`src/rtl/sdram_apt_pkg.sv`:
```
// Shared command and bank-state encodings for the auto-precharge tracker.
// Assumes a two-bit command bus already registered by the controller.
package sdram_apt_pkg;

    typedef enum logic [1:0] {
        CMD_NOP   = 2'd0,
        CMD_ACT   = 2'd1,
        CMD_READ  = 2'd2,
        CMD_WRITE = 2'd3
    } cmd_e;

    typedef enum logic [1:0] {
        BS_IDLE   = 2'd0,
        BS_ACTIVE = 2'd1,
        BS_WREC   = 2'd2,
        BS_PRE    = 2'd3
    } bank_st_e;

endpackage

```
`src/rtl/apt_bank_fsm.sv`:
```
// Per-bank life-cycle tracker: idle -> open -> (write recovery) -> precharge -> idle.
// Assumes end events arrive only while the bank is open and T_WR, T_RP >= 1.
module apt_bank_fsm
    import sdram_apt_pkg::*;
#(
    parameter int T_WR = 2,
    parameter int T_RP = 3
) (
    input  logic     clk,
    input  logic     rst_n,
    input  logic     open_i,
    input  logic     end_wr_i,
    input  logic     end_rd_i,
    output bank_st_e state_o
);

    localparam int CNT_MAX = (T_WR > T_RP) ? T_WR : T_RP;
    localparam int CNT_W   = $clog2(CNT_MAX + 1);

    bank_st_e           state_q;
    logic [CNT_W-1:0]   cnt_q;

    // Advance the bank state and its recovery/precharge down-counter.
    always_ff @(posedge clk) begin
        if (!rst_n) begin
            state_q <= BS_IDLE;
            cnt_q   <= '0;
        end else begin
            case (state_q)
                BS_IDLE: begin
                    if (open_i) state_q <= BS_ACTIVE;
                end
                BS_ACTIVE: begin
                    if (end_wr_i) begin
                        state_q <= BS_WREC;
                        cnt_q   <= CNT_W'(T_WR - 1);
                    end else if (end_rd_i) begin
                        state_q <= BS_PRE;
                        cnt_q   <= CNT_W'(T_RP - 1);
                    end
                end
                BS_WREC: begin
                    if (cnt_q == '0) begin
                        state_q <= BS_PRE;
                        cnt_q   <= CNT_W'(T_RP - 1);
                    end else begin
                        cnt_q <= cnt_q - 1'b1;
                    end
                end
                default: begin
                    if (cnt_q == '0) state_q <= BS_IDLE;
                    else             cnt_q   <= cnt_q - 1'b1;
                end
            endcase
        end
    end

    assign state_o = state_q;

    a_r4_wrec_entry: assert property (@(posedge clk) disable iff (!rst_n)
        (state_q == BS_ACTIVE && end_wr_i) |=> state_q == BS_WREC);

    a_r4_wrec_exit: assert property (@(posedge clk) disable iff (!rst_n)
        (state_q == BS_WREC) |=> (state_q == BS_WREC || state_q == BS_PRE));

    a_r9_pre_exit: assert property (@(posedge clk) disable iff (!rst_n)
        (state_q == BS_PRE) |=> (state_q == BS_PRE || state_q == BS_IDLE));

    a_r2_idle_holds: assert property (@(posedge clk) disable iff (!rst_n)
        (state_q == BS_IDLE && !open_i) |=> state_q == BS_IDLE);

    a_r6_end_when_open: assert property (@(posedge clk) disable iff (!rst_n)
        (end_wr_i || end_rd_i) |-> state_q == BS_ACTIVE);

endmodule

```
`src/rtl/apt_burst_engine.sv`:
```
// Single burst sequencer shared by all banks: issues one word per cycle,
// ends a burst naturally after BURST_LEN words or at once when a new burst starts.
// Assumes BURST_LEN is a power of two >= 2 and that starts are pre-qualified.
module apt_burst_engine #(
    parameter int NUM_BANKS = 4,
    parameter int COL_W     = 8,
    parameter int BURST_LEN = 4,
    localparam int BANK_W   = $clog2(NUM_BANKS)
) (
    input  logic                 clk,
    input  logic                 rst_n,
    input  logic                 start_i,
    input  logic                 start_wr_i,
    input  logic                 start_ap_i,
    input  logic [BANK_W-1:0]    start_bank_i,
    input  logic [COL_W-1:0]     start_col_i,
    output logic [NUM_BANKS-1:0] end_wr_ap_o,
    output logic [NUM_BANKS-1:0] end_rd_ap_o,
    output logic                 busy_ap_o,
    output logic [BANK_W-1:0]    busy_bank_o,
    output logic                 wr_valid_o,
    output logic [BANK_W-1:0]    wr_bank_o,
    output logic [COL_W-1:0]     wr_col_o,
    output logic                 rd_issue_o
);

    localparam int OFF_W = $clog2(BURST_LEN);
    localparam int IDX_W = OFF_W + 1;
    localparam logic [IDX_W-1:0] IDX_LAST = IDX_W'(BURST_LEN);

    logic               busy_q;
    logic               wr_q;
    logic               ap_q;
    logic [BANK_W-1:0]  bank_q;
    logic [COL_W-1:0]   base_q;
    logic [IDX_W-1:0]   idx_q;

    logic               running;
    logic               finish;
    logic               issue;
    logic               issue_wr;
    logic [BANK_W-1:0]  issue_bank;
    logic [COL_W-1:0]   issue_col;
    logic [OFF_W-1:0]   wrap_off;

    // Decide whether a word goes out this cycle and whether the held burst ends.
    always_comb begin
        running    = busy_q && (idx_q < IDX_LAST);
        finish     = busy_q && ((idx_q == IDX_LAST) ||
                                (start_i && start_bank_i != bank_q));
        issue      = start_i || running;
        issue_wr   = start_i ? start_wr_i   : wr_q;
        issue_bank = start_i ? start_bank_i : bank_q;
        wrap_off   = base_q[OFF_W-1:0] + idx_q[OFF_W-1:0];
        issue_col  = start_i ? start_col_i
                             : {base_q[COL_W-1:OFF_W], wrap_off};
    end

    // Tell the bank that owned an ending auto-precharge burst how to close.
    always_comb begin
        end_wr_ap_o = '0;
        end_rd_ap_o = '0;
        if (finish && ap_q) begin
            if (wr_q) end_wr_ap_o = NUM_BANKS'(1) << bank_q;
            else      end_rd_ap_o = NUM_BANKS'(1) << bank_q;
        end
    end

    // Hold the current burst: owner, kind, base column and word index.
    always_ff @(posedge clk) begin
        if (!rst_n) begin
            busy_q <= 1'b0;
            wr_q   <= 1'b0;
            ap_q   <= 1'b0;
            bank_q <= '0;
            base_q <= '0;
            idx_q  <= '0;
        end else if (start_i) begin
            busy_q <= 1'b1;
            wr_q   <= start_wr_i;
            ap_q   <= start_ap_i;
            bank_q <= start_bank_i;
            base_q <= start_col_i;
            idx_q  <= IDX_W'(1);
        end else if (running) begin
            idx_q  <= idx_q + 1'b1;
        end else begin
            busy_q <= 1'b0;
        end
    end

    // Register the write-word strobe with its bank and column.
    always_ff @(posedge clk) begin
        if (!rst_n) begin
            wr_valid_o <= 1'b0;
            wr_bank_o  <= '0;
            wr_col_o   <= '0;
        end else begin
            wr_valid_o <= issue && issue_wr;
            wr_bank_o  <= issue_bank;
            wr_col_o   <= issue_col;
        end
    end

    assign rd_issue_o  = issue && !issue_wr;
    assign busy_ap_o   = busy_q && ap_q;
    assign busy_bank_o = bank_q;

    a_r3_idx_bound: assert property (@(posedge clk) disable iff (!rst_n)
        busy_q |-> idx_q <= IDX_LAST);

    a_r3_word_follows: assert property (@(posedge clk) disable iff (!rst_n)
        (running && wr_q && !start_i) |=> (wr_valid_o && wr_bank_o == $past(bank_q)));

endmodule

```
`src/rtl/apt_rd_pipe.sv`:
```
// Delay line that turns read-word issue events into a data-valid strobe
// CAS_LAT edges later. Assumes CAS_LAT >= 1.
module apt_rd_pipe #(
    parameter int CAS_LAT = 3
) (
    input  logic clk,
    input  logic rst_n,
    input  logic issue_i,
    output logic valid_o
);

    generate
        if (CAS_LAT == 1) begin : g_direct
            logic stage_q;
            // Single stage: strobe follows the issuing edge.
            always_ff @(posedge clk) begin
                if (!rst_n) stage_q <= 1'b0;
                else        stage_q <= issue_i;
            end
            assign valid_o = stage_q;
        end else begin : g_shift
            logic [CAS_LAT-1:0] pipe_q;
            // Shift issue events along the latency line.
            always_ff @(posedge clk) begin
                if (!rst_n) pipe_q <= '0;
                else        pipe_q <= {pipe_q[CAS_LAT-2:0], issue_i};
            end
            assign valid_o = pipe_q[CAS_LAT-1];
        end
    endgenerate

endmodule

```
`src/rtl/sdram_ap_tracker.sv`:
```
// Top of the bank tracker: qualifies each registered command against bank
// state, drives the shared burst engine, one FSM per bank and the read delay line.
// Assumes NUM_BANKS is a power of two and commands are already registered.
module sdram_ap_tracker
    import sdram_apt_pkg::*;
#(
    parameter int NUM_BANKS = 4,
    parameter int COL_W     = 8,
    parameter int BURST_LEN = 4,
    parameter int T_WR      = 2,
    parameter int T_RP      = 3,
    parameter int CAS_LAT   = 3,
    localparam int BANK_W   = $clog2(NUM_BANKS)
) (
    input  logic                   clk,
    input  logic                   rst_n,
    input  logic [1:0]             cmd_code,
    input  logic [BANK_W-1:0]      cmd_bank,
    input  logic [COL_W-1:0]       cmd_col,
    input  logic                   cmd_ap,
    output logic [2*NUM_BANKS-1:0] bank_state,
    output logic                   wr_valid,
    output logic [BANK_W-1:0]      wr_bank,
    output logic [COL_W-1:0]       wr_col,
    output logic                   rd_valid,
    output logic                   cmd_err
);

    cmd_e                   cmd;
    bank_st_e               st_w [NUM_BANKS];
    bank_st_e               tgt_st;
    logic                   reserved;
    logic                   is_rw;
    logic                   blocked;
    logic                   accept_rw;
    logic [NUM_BANKS-1:0]   open_req;
    logic [NUM_BANKS-1:0]   end_wr_ap;
    logic [NUM_BANKS-1:0]   end_rd_ap;
    logic                   busy_ap;
    logic [BANK_W-1:0]      busy_bank;
    logic                   rd_issue;

    // Qualify the incoming command against the addressed bank.
    always_comb begin
        cmd       = cmd_e'(cmd_code);
        tgt_st    = st_w[cmd_bank];
        reserved  = busy_ap && (busy_bank == cmd_bank);
        is_rw     = (cmd == CMD_READ) || (cmd == CMD_WRITE);
        blocked   = (cmd != CMD_NOP) &&
                    (tgt_st == BS_WREC || tgt_st == BS_PRE || reserved);
        accept_rw = is_rw && (tgt_st == BS_ACTIVE) && !reserved;
    end

    // Register the one-cycle error flag for a rejected command.
    always_ff @(posedge clk) begin
        if (!rst_n) cmd_err <= 1'b0;
        else        cmd_err <= blocked;
    end

    apt_burst_engine #(
        .NUM_BANKS (NUM_BANKS),
        .COL_W     (COL_W),
        .BURST_LEN (BURST_LEN)
    ) i_burst (
        .clk          (clk),
        .rst_n        (rst_n),
        .start_i      (accept_rw),
        .start_wr_i   (cmd == CMD_WRITE),
        .start_ap_i   (cmd_ap),
        .start_bank_i (cmd_bank),
        .start_col_i  (cmd_col),
        .end_wr_ap_o  (end_wr_ap),
        .end_rd_ap_o  (end_rd_ap),
        .busy_ap_o    (busy_ap),
        .busy_bank_o  (busy_bank),
        .wr_valid_o   (wr_valid),
        .wr_bank_o    (wr_bank),
        .wr_col_o     (wr_col),
        .rd_issue_o   (rd_issue)
    );

    generate
        for (genvar b = 0; b < NUM_BANKS; b++) begin : g_bank
            assign open_req[b] = (cmd == CMD_ACT) && (cmd_bank == BANK_W'(b)) &&
                                 (st_w[b] == BS_IDLE);

            apt_bank_fsm #(
                .T_WR (T_WR),
                .T_RP (T_RP)
            ) i_fsm (
                .clk      (clk),
                .rst_n    (rst_n),
                .open_i   (open_req[b]),
                .end_wr_i (end_wr_ap[b]),
                .end_rd_i (end_rd_ap[b]),
                .state_o  (st_w[b])
            );

            assign bank_state[2*b +: 2] = st_w[b];
        end
    endgenerate

    apt_rd_pipe #(
        .CAS_LAT (CAS_LAT)
    ) i_rd_pipe (
        .clk     (clk),
        .rst_n   (rst_n),
        .issue_i (rd_issue),
        .valid_o (rd_valid)
    );

    a_r10_err_on_pre: assert property (@(posedge clk) disable iff (!rst_n)
        (cmd != CMD_NOP && tgt_st == BS_PRE) |=> cmd_err);

    a_r7_write_takes_bus: assert property (@(posedge clk) disable iff (!rst_n)
        (accept_rw && cmd == CMD_WRITE) |=> (wr_valid && wr_bank == $past(cmd_bank)));

    a_r2_idle_rw_silent: assert property (@(posedge clk) disable iff (!rst_n)
        (is_rw && tgt_st == BS_IDLE) |=> !cmd_err);

    a_r10_blocked_no_open: assert property (@(posedge clk) disable iff (!rst_n)
        blocked |-> open_req == '0);

endmodule

```
`config.mk`:
```
export PLATFORM = sky130hd
export DESIGN_NAME = sdram_ap_tracker
export DESIGN_NICKNAME = d
export VERILOG_FILES = /design/src/rtl/sdram_apt_pkg.sv /design/src/rtl/apt_bank_fsm.sv /design/src/rtl/apt_burst_engine.sv /design/src/rtl/apt_rd_pipe.sv /design/src/rtl/sdram_ap_tracker.sv
export SDC_FILE = /design/constraint.sdc
export NUM_CORES = 1
export LEC_CHECK = 0
export CAP_MARGIN = 30
export CORE_UTILIZATION = 61
export CTS_BUF_LIST = sky130_fd_sc_hd__clkbuf_4 sky130_fd_sc_hd__clkbuf_8
export CTS_CLUSTER_DIAMETER = 100
export DETAILED_ROUTE_END_ITERATION = 10
export GPL_TIMING_DRIVEN = 0
export PLACE_DENSITY_LB_ADDON = 0.3
export SKIP_CTS_REPAIR_TIMING = 1
export SLEW_MARGIN = 20
export SYNTH_ARGS = -nofsm -noshare
export SYNTH_HDL_FRONTEND = slang
export SYNTH_SLANG_ARGS = --single-unit
```
`constraint.sdc`:
```
create_clock -name clk -period 3.6 [get_ports clk]
set_clock_uncertainty 0.2 [all_clocks]
set_input_delay 0.36 -clock clk [delete_from_list [all_inputs] [get_ports clk]]
set_output_delay 0.36 -clock clk [all_outputs]
set_load 0.03 [all_outputs]
```
==> reports/summary.txt, run 1 <==
Post-Syn Nets - 355
H-tree levels - 2
Sink Count - 45
Endpoint class of the critical path - register
Max-cap viol count - 0
CTS root buf - clkbuf_8
Worst-Margin Slew - 0.625 ns
CTS tree - done
Total Routed Length - 6.36 mm
Met1 GRT Util - 0.348
Ys Warns - 0
Max_slew headroom - 0.583
Pwr dens - 576 nW/um^2
CP required - 3.57 ns
TritonCTS buffer count - 5
Core area - 4120 sq um
Post-DR vias/cell - 5.91
Worst stage delay on the critical path - 0.63 ns
Grt met2 use - 0.491
Antenna violations before repair - 0
Largest net degree at the start of global routing - 14
Most frequent cells in the layout - dfxtp_1 (45), a21oi_1 (38), clkdlybuf4s50_1 (33)
Max VDD drop - 377 uV
Ports - 36
Synth Flop Type - dfxtp_1
RSZ-0062 raised after global routing - no
First-pass GRT wire length - 9.78 mm
Commonest non-fill, non-tap cell in the layout - dfxtp_1
Vias - 2381
Setup CP Type - primary input to register
Hpwl dp - 4.45 mm
Die ar. - 4660 sq um
Min cycle time layout - 2.44 ns
Grt total ovfl - 0
Post-detailed-route count of antenna-violating nets - 0
Worst Hold Class - primary input to register
P&R area growth vs syn - 18.6%
CP max stage cell - clkdlybuf4s50_1
WL/cell - 15.8 microns
# diodes - 0
Final Max Slew Viols - 0
Clock transition at the registers of the reported paths - 0.09 ns
Initial DRT Pass Iterations - 5
Final hold vios - 0
Vias in the first global route - 2114
Detailed Route Iter0 Violations - 151
Cells along the critical path - clkdlybuf4s50_1, nor4b_4, or2_1, buf_6, nand4_1, a311oi_1, o41ai_1
Yosys cell types - 55
Async set-reset flop share out of synthesis - 0
Die W - 68.3 microns
Placement row count - 23
Period utilization - 0.679
Setup TNS Final - 0 ns
Post-Syn Area per Cell - 8.55 sq um
DRC violations left - 0
Worst-case clock buffer depth - 2
Max frequency - 0.409 GHz
GRT busiest layer - met2
Layout cells sized above 1 - 0.0878
Syn Inst Count - 313
Worst EP arrival - 2.41 ns
NumNets Final - 395
Sequential area share after synthesis - 0.336
#FFs+latches synth - 45
Placer Congestion - 0.868
Final core area utilization - 0.771
CP max FO - 8
Global Route met3 Usage - 0.0433
Netlist Area Pre-Place - 2680 sq um
Floorplan die height - 68.3 microns
EDFF count, synth - 0
Starting density of the core - 0.651
IO Port Bufs - 33
Static Leakage - 1.21 nW
Crit start category - primary input
Endpoints failing setup - 0
Skew-Pair Late Insertion Delay - 0.30 ns
Global-route usage over all layers - 0.283
Outcome - complete, no violations
cell type report:
| class | instances | area, sq um |
|---|---|---|
| multi-input cells | 225 | 1580 |
| fillers | 296 | 941 |
| flip-flops and latches | 45 | 901 |
| repair buffers | 33 | 330 |
| inverters | 28 | 105 |
| plain buffers | 15 | 90.1 |
| clock buffers | 5 | 68.8 |
| well taps | 50 | 62.6 |
| clock inverters | 2 | 35.0 |
synth_stat cells, types with 2 or more instances:
cell	n	share of area
a32oi_1	2	0.0065
o211a_1	2	0.0075
buf_6	3	0.013
nand4_1	3	0.0070
and2_1	6	0.014
xnor2_1	5	0.016
a41oi_1	3	0.0098
ha_1	27	0.13
o31ai_1	3	0.0084
o21ai_1	3	0.0056
buf_4	2	0.0056
inv_1	28	0.039
nand2_1	28	0.039
clkbuf_1	7	0.0098
mux2i_1	9	0.034
a21oi_1	38	0.071
o41ai_1	2	0.0065
nor3_1	3	0.0056
o21ai_0	15	0.028
o21a_1	2	0.0056
mux2_4	2	0.011
dfxtp_1	45	0.34
nand3_1	12	0.022
buf_2	3	0.0056
o311ai_1	2	0.0065
nor2b_1	3	0.0070
and3_1	3	0.0070
nor2_1	25	0.035
path summary, 6_finish.rpt:
kind	start	to	slack, ns	depth (start not counted)
max	cmd_code[1]	g_bank[2].i_fsm.state_o[0]	1.16	7
min	cmd_bank[0]	i_burst.busy_bank_o[0]	0.14	3
max reg2reg	g_bank[1].i_fsm.state_o[1]	g_bank[2].i_fsm.state_o[0]	1.19	7
min reg2reg	i_rd_pipe.g_shift.pipe_q[1]	i_rd_pipe.g_shift.pipe_q[2]	0.25	1
metrics by stage:
step	hold WS [ns]	setup WS, ns	cells	power, mW	cell area, sq um
finish	0.137	1.16	403	1.83	3170
floorplan	0.212	1.32	313	1.23	2680
global route	0.152	0.974	403	1.94	3170
detailed placement	0.229	0.951	396	1.45	3070
global placement	0.216	1.05	396	1.42	3070
CTS	0.139	1.22	403	1.82	3170
worst max-delay path, delay by kind of cell:
| family | cells | cell delay, ns |
|---|---|---|
| AO/OA/AOI/OAI | 2 | 0.52 |
| AND/OR/NAND/NOR | 3 | 0.75 |
| buffers and inverters | 2 | 0.77 |
where the power goes:
group	switching, mW	leakage, nW	total (mW)	internal, mW
combinational	0.484	0.796	0.821	0.336
sequential	0.0649	0.365	0.636	0.571
clock	0.172	0.0540	0.373	0.202
per-layer routing:
metal / wire, microns / part of all wire / up-vias
met5: 0 / 0 / -
met4: 102 / 0.016 / 0
met3: 424 / 0.067 / 13
met2: 3120 / 0.49 / 91
met1: 2710 / 0.43 / 1107
li1: - / - / 1170
registers in the layout (all words and copies together), names as in the netlist:
| name | cells |
|---|---|
| i_burst.wr_valid_o | 1 |
| g_bank.i_fsm.state_o | 8 |
| i_burst.ap_q | 1 |
| i_burst.busy_bank_o | 2 |
| g_bank.i_fsm.cnt_q | 8 |
| i_burst.base_q | 8 |
| i_burst.idx_q | 3 |
| i_burst.wr_q | 1 |
| cmd_err | 1 |
| i_burst.wr_col_o | 8 |
| i_burst.busy_q | 1 |
| i_rd_pipe.g_shift.pipe_q | 3 |
kinds of logic after synthesis:
kind of cell,count (synthesis),share of synthesized area
AOI/OAI and AO/OA,89,0.230
xor gates and xnor gates,5,0.0164
adders and majority gates,27,0.126
buffers and inverters,43,0.0729
DFF,45,0.336
muxes,11,0.0449
and+or+nand+nor,93,0.173
No activity file was read; power rests on OpenSTA's default activity.
==> run 2, diff against run 1 <==
--- a/config.mk
+++ b/config.mk
@@ -6,7 +6,7 @@
 export NUM_CORES = 1
 export LEC_CHECK = 0
 export CAP_MARGIN = 30
-export CORE_UTILIZATION = 61
+export CORE_UTILIZATION = 57
 export CTS_BUF_LIST = sky130_fd_sc_hd__clkbuf_4 sky130_fd_sc_hd__clkbuf_8
 export CTS_CLUSTER_DIAMETER = 100
 export DETAILED_ROUTE_END_ITERATION = 10
==> constraint.sdc (replaced) <==
create_clock -name clk -period 2.47 [get_ports clk]
set_clock_uncertainty 0.2 [all_clocks]
set_input_delay 0.247 -clock clk [delete_from_list [all_inputs] [get_ports clk]]
set_output_delay 0.247 -clock clk [all_outputs]
set_load 0.03 [all_outputs]
==> reports/summary.txt, run 2 (synthesized netlist as in run 1, its figures left out) <==
Floorplan die height - 70.5 microns (+3.4%)
Worst Hold Class - primary input to register
WL/cell - 15.7 microns (-0.31%)
Post-detailed-route count of antenna-violating nets - 0 (unchanged)
CTS tree - done
Pwr dens - 822 nW/um^2 (+43%)
Max frequency - 0.431 GHz
Clock transition at the registers of the reported paths - 0.09 ns (about the same)
Crit start category - register
Final core area utilization - 0.715 (-0.0560)
Met3 routed WL - 364 microns (-14%)
NumNets Final - 394 (-0.25%)
Initial DRT Pass Iterations - 7 (+2)
IO Port Bufs - 33 (unchanged)
CP required - 2.43 ns (-1.14 ns)
Static Leakage - 1.21 nW (-0.53%)
Endpoints failing setup - 0 (unchanged)
WL met2 - 3.10 mm (-0.74%)
Global-route usage over all layers - 0.274 (-0.00940)
Worst-case clock buffer depth - 2 (unchanged)
Met1 WL - 2.73 mm (+0.81%)
DRC violations left - 3 (+3)
Grt total ovfl - 0 (unchanged)
Endpoint class of the critical path - register
Cell area after layout - 3180 sq um (+0.16%)
P&R area growth vs syn - 18.7%
Starting density of the core - 0.602 (-0.0482)
Net Sw Power - 1.08 mW (+50%)
Die ar. - 4980 sq um (+6.8%)
Hold path depth - 3 (unchanged)
Comb pwr share - 0.464 (+0.015)
RSZ-0062 raised after global routing - yes
Total Routed Length - 6.37 mm (+0.19%)
Final Max Slew Viols - 0 (unchanged)
Number of fill cells - 357 (+21%)
Period utilization - 0.940
CTS root buf - clkbuf_8
Clock power share - 0.181 (-0.023)
Placement row count - 24 (+4.3%)
Vias - 2406 (+1.0%)
Max_slew headroom - 0.564 (-0.0193)
Max-cap viol count - 0 (unchanged)
Outcome - finished, violations left
Core area - 4440 sq um (+8.0%)
Hpwl dp - 4.58 mm (+2.7%)
Most frequent cells in the layout - dfxtp_1 (45), a21oi_1 (38), clkdlybuf4s50_1 (33)
Min cycle time layout - 2.32 ns
Final setup margin - 0.149 ns (-1.01 ns)
TritonCTS buffer count - 5 (unchanged)
DP Worst Slack - -0.0775 ns (-1.03 ns)
Switching Fraction - 0.414 (+0.0198)
Antenna violations before repair - 0 (unchanged)
Ports - 36 (unchanged)
Layout cells sized above 1 - 0.0992 (+0.0113)
Detailed Route Iter0 Violations - 175 (+16%)
CP max FO - 10 (+2)
Sink Count - 45 (unchanged)
Post-DR vias/cell - 5.94 (+0.55%)
Worst EP arrival - 2.29 ns (-0.12 ns)
Setup CP Type - register to register
Sequential Power Share - 0.355 (+0.008)
Vias in the first global route - 2356 (+11%)
Failing checks - DRC
First-pass GRT wire length - 10.7 mm (+9.0%)
Max VDD drop - 446 uV (+18%)
Reg2reg path depth - 8 (+1)
Total Power - 2.61 mW (+43%)
Placer Congestion - 0.870 (+0.26%)
H-tree levels - 2 (unchanged)
Skew-Pair Late Insertion Delay - 0.31 ns (about the same)
Final hold vios - 0 (unchanged)
Top sig layer - met4
Largest net degree at the start of global routing - 16 (+2)
Power Internal - 1.53 mW (+38%)
# diodes - 0 (unchanged)
Area post-placement - 3070 sq um (about the same)
Die W - 70.5 microns (+3.4%)
Commonest non-fill, non-tap cell in the layout - dfxtp_1
Worst-Margin Slew - 0.654 ns (+0.0290 ns)
## run 2: critical path, cell delays in order (launching register included)
cell and delay (ns):
dfxtp_1 0.35, buf_2 0.20, xnor2_1 0.12, a21boi_1 0.26, clkbuf_4 0.29, o211ai_1 0.17
a31oi_2 0.31, mux2i_1 0.21, a21oi_1 0.07
## run 2: layout make-up
cell class | count | area (sq um) | area share
Timing Repair Buffer | 33 | 330 | 0.104
Clock buffer | 5 | 68.8 | 0.0216
Sequential cell | 45 | 901 | 0.283
Tap cell | 52 | 65.1 | 0.0205
Inverter | 28 | 105 | 0.0331
Multi-Input combinational cell | 225 | 1600 | 0.503
Buffer | 14 | 88.8 | 0.0279
Clock inverter | 3 | 22.5 | 0.00708
## run 2: stage by stage
step                TNS (ns)  std cells  hold slack (ns)
global placement           0        398            0.217
finish                     0        405           0.0277
global route         -0.0279        405           0.0428
detailed placement   -0.0990        398            0.236
floorplan                  0        313            0.197
CTS                        0        406           0.0238
## run 2: power by group through the flow
stage	registers (mW)	clock network, mW	logic (mW)
2_1_floorplan	1.03	0	0.764
3_3_place_gp	0.939	0	1.12
3_5_place_dp	0.946	0	1.17
4_1_cts	0.929	0.473	1.18
5_1_grt	0.942	0.502	1.33
6_report	0.928	0.472	1.21
## run 2: final timing paths
check / slack [ns] / end / start
max reg2reg: 0.15 / g_bank[0].i_fsm.cnt_q[0] / i_burst.busy_bank_o[0]
min reg2reg: 0.25 / i_rd_pipe.g_shift.pipe_q[2] / i_rd_pipe.g_shift.pipe_q[1]
min: 0.03 / i_burst.busy_bank_o[0] / cmd_bank[0]
max: 0.15 / g_bank[0].i_fsm.cnt_q[0] / i_burst.busy_bank_o[0]
## run 2: metal layers
metal,vias to the layer above,GRT usage
met3,25,0.0556
met5,-,0
li1,1173,-
met1,1132,0.330
met4,0,0.100
met2,76,0.484
==> run 3, diff against run 2 <==
--- a/config.mk
+++ b/config.mk
@@ -6,7 +6,9 @@
 export NUM_CORES = 1
 export LEC_CHECK = 0
 export CAP_MARGIN = 30
-export CORE_UTILIZATION = 57
+export CELL_PAD_IN_SITES_DETAIL_PLACEMENT = 0
+export CELL_PAD_IN_SITES_GLOBAL_PLACEMENT = 1
+export CORE_UTILIZATION = 43
 export CTS_BUF_LIST = sky130_fd_sc_hd__clkbuf_4 sky130_fd_sc_hd__clkbuf_8
 export CTS_CLUSTER_DIAMETER = 100
 export DETAILED_ROUTE_END_ITERATION = 10
==> reports/summary.txt, run 3 (synthesized netlist as in run 1, its figures left out) <==
Outcome - complete, no violations
Detailed Route Iter0 Violations - 125 (-29%)
Worst Hold Class - primary input to register
WHS - 0.0151 ns (-0.0126 ns)
P&R area growth vs syn - 20.1%
Max-cap viol count - 0 (unchanged)
Clock transition at the registers of the reported paths - 0.10 ns (about the same)
Commonest non-fill, non-tap cell in the layout - dfxtp_1
Final Max Slew Viols - 0 (unchanged)
Skew-Pair Late Insertion Delay - 0.31 ns (about the same)
RSZ-0062 raised after global routing - no
Die W - 80.9 microns (+15%)
Total Routed Length - 6.30 mm (-1.1%)
# diodes - 0 (unchanged)
Inst Count DP - 421 (+5.8%)
Sequential cell area - 901 sq um (unchanged)
TritonCTS buffer count - 5 (unchanged)
Floorplan die height - 80.9 microns (+15%)
Multi-input gate area - 1600 sq um (about the same)
Hpwl dp - 4.57 mm (about the same)
Crit start category - register
CTS root buf - clkbuf_8
Vias - 2300 (-4.4%)
Endpoints failing setup - 0 (unchanged)
Placement row count - 28 (+17%)
Ports - 36 (unchanged)
Endpoint class of the critical path - register
Min cycle time layout - 2.30 ns (-0.0205 ns)
DP Worst Slack - -0.0294 ns (+0.0481 ns)
NumNets Final - 395 (+0.25%)
Net Sw Power - 1.09 mW (+0.71%)
Clock power share - 0.197 (+0.016)
Most frequent cells in the layout - dfxtp_1 (45), a21oi_1 (38), clkdlybuf4s50_1 (33)
Setup TNS Final - 0 ns (unchanged)
Max frequency - 0.435 GHz (+0.89%)
Switching Fraction - 0.415 (+0.000794)
Comb pwr share - 0.449 (-0.015)
CTS tree - done
Starting density of the core - 0.450 (-0.153)
Layout cells sized above 1 - 0.0960 (-0.00310)
Vias in the first global route - 2180 (-7.5%)
Grt total ovfl - 0 (unchanged)
Worst EP arrival - 2.29 ns (about the same)
IO Port Bufs - 33 (unchanged)
Period utilization - 0.932 (-0.00829)
Initial DRT Pass Iterations - 4 (-3)
Worst-case clock buffer depth - 2 (unchanged)
Placer Congestion - 0.790 (-9.2%)
Power Internal - 1.54 mW (+0.38%)
Area post-placement - 3100 sq um (+0.94%)
First-pass GRT wire length - 10.5 mm (-1.4%)
Worst-Margin Slew - 0.681 ns (+0.0273 ns)
CP max FO - 8 (-2)
H-tree levels - 2 (unchanged)
Antenna violations before repair - 0 (unchanged)
Worst stage delay on the critical path - 0.40 ns (+0.05 ns)
Final hold vios - 0 (unchanged)
Number of fill cells - 590 (+65%)
CP max stage cell - nor4b_4
Largest net degree at the start of global routing - 18 (+2)
Die ar. - 6550 sq um (+32%)
Sink Count - 45 (unchanged)
Pwr dens - 816 nW/um^2 (-0.66%)
Sequential Power Share - 0.354 (about the same)
DRC violations left - 0 (-3)
Post-detailed-route count of antenna-violating nets - 0 (unchanged)
Non-Filler Instances - 429 (+5.9%)
CP required - 2.46 ns (+0.03 ns)
Global-route usage over all layers - 0.212 (-0.0617)
WL/cell - 14.7 microns (-6.6%)
Final setup margin - 0.169 ns (+0.0205 ns)
Setup CP Type - register to register
Core area - 5960 sq um (+34%)
Cell area after layout - 3220 sq um (+1.2%)
Cells along the critical path - mux2_4, nor4b_4, or2_1, buf_6, a41oi_1, o311ai_1, o31ai_1
Static Leakage - 1.21 nW (+0.32%)
Max_slew headroom - 0.546 (-0.0182)
Post-DR vias/cell - 5.36 (-9.8%)
Max VDD drop - 352 uV (-21%)
-- run 3: worst paths after layout --
| path | startpoint | slack, ns | endpoint | cells past startpoint |
|---|---|---|---|---|
| setup / recovery | g_bank[0].i_fsm.state_o[1] | 0.17 | g_bank[0].i_fsm.state_o[0] | 7 |
| hold / removal | cmd_bank[0] | 0.02 | i_burst.busy_bank_o[0] | 3 |
| setup reg to reg | g_bank[0].i_fsm.state_o[1] | 0.17 | g_bank[0].i_fsm.state_o[0] | 7 |
| hold reg to reg | i_rd_pipe.g_shift.pipe_q[1] | 0.24 | i_rd_pipe.g_shift.pipe_q[2] | 1 |
-- run 3: area by class of cell --
| cell class | instances | area share |
|---|---|---|
| Clock inverter | 3 | 0.00895 |
| Timing Repair Buffer | 33 | 0.103 |
| Buffer | 15 | 0.0288 |
| Tap cell | 75 | 0.0292 |
| Multi-Input combinational cell | 225 | 0.496 |
| Sequential cell | 45 | 0.280 |
| Clock buffer | 5 | 0.0214 |
| Inverter | 28 | 0.0327 |
-- run 3: worst max-delay path: cells and delay by family, from the launching register on --
kind | cells | cell delay [ns]
muxes | 1 | 0.31
AOI/OAI and AO/OA | 3 | 0.55
buffers and inverters | 1 | 0.14
DFF | 1 | 0.38
and+or+nand+nor | 2 | 0.58
-- run 3: per-stage QoR --
stage / utilization / total power, mW
6_report: 0.540 / 2.63
5_1_grt: 0.540 / 2.82
4_1_cts: 0.537 / 2.64
3_5_place_dp: 0.521 / 2.11
3_3_place_gp: 0.521 / 2.09
2_1_floorplan: - / 1.79
-- run 3: power groups by stage --
| stage | Sequential [mW] | Clock [mW] | Combinational (mW) |
|---|---|---|---|
| after floorplan | 1.03 | 0 | 0.764 |
| after global placement | 0.942 | 0 | 1.15 |
| after detailed placement | 0.947 | 0 | 1.16 |
| after CTS | 0.930 | 0.535 | 1.17 |
| after global routing | 0.947 | 0.561 | 1.31 |
| final | 0.930 | 0.517 | 1.18 |
-- run 3: metal layers --
layer | routed length (microns) | vias to the layer above | GRT usage
met5 | 0 | - | 0
met4 | 59 | 0 | 0.0500
met3 | 238 | 6 | 0.0404
met2 | 2860 | 39 | 0.334
met1 | 3140 | 1082 | 0.296
li1 | - | 1173 | -
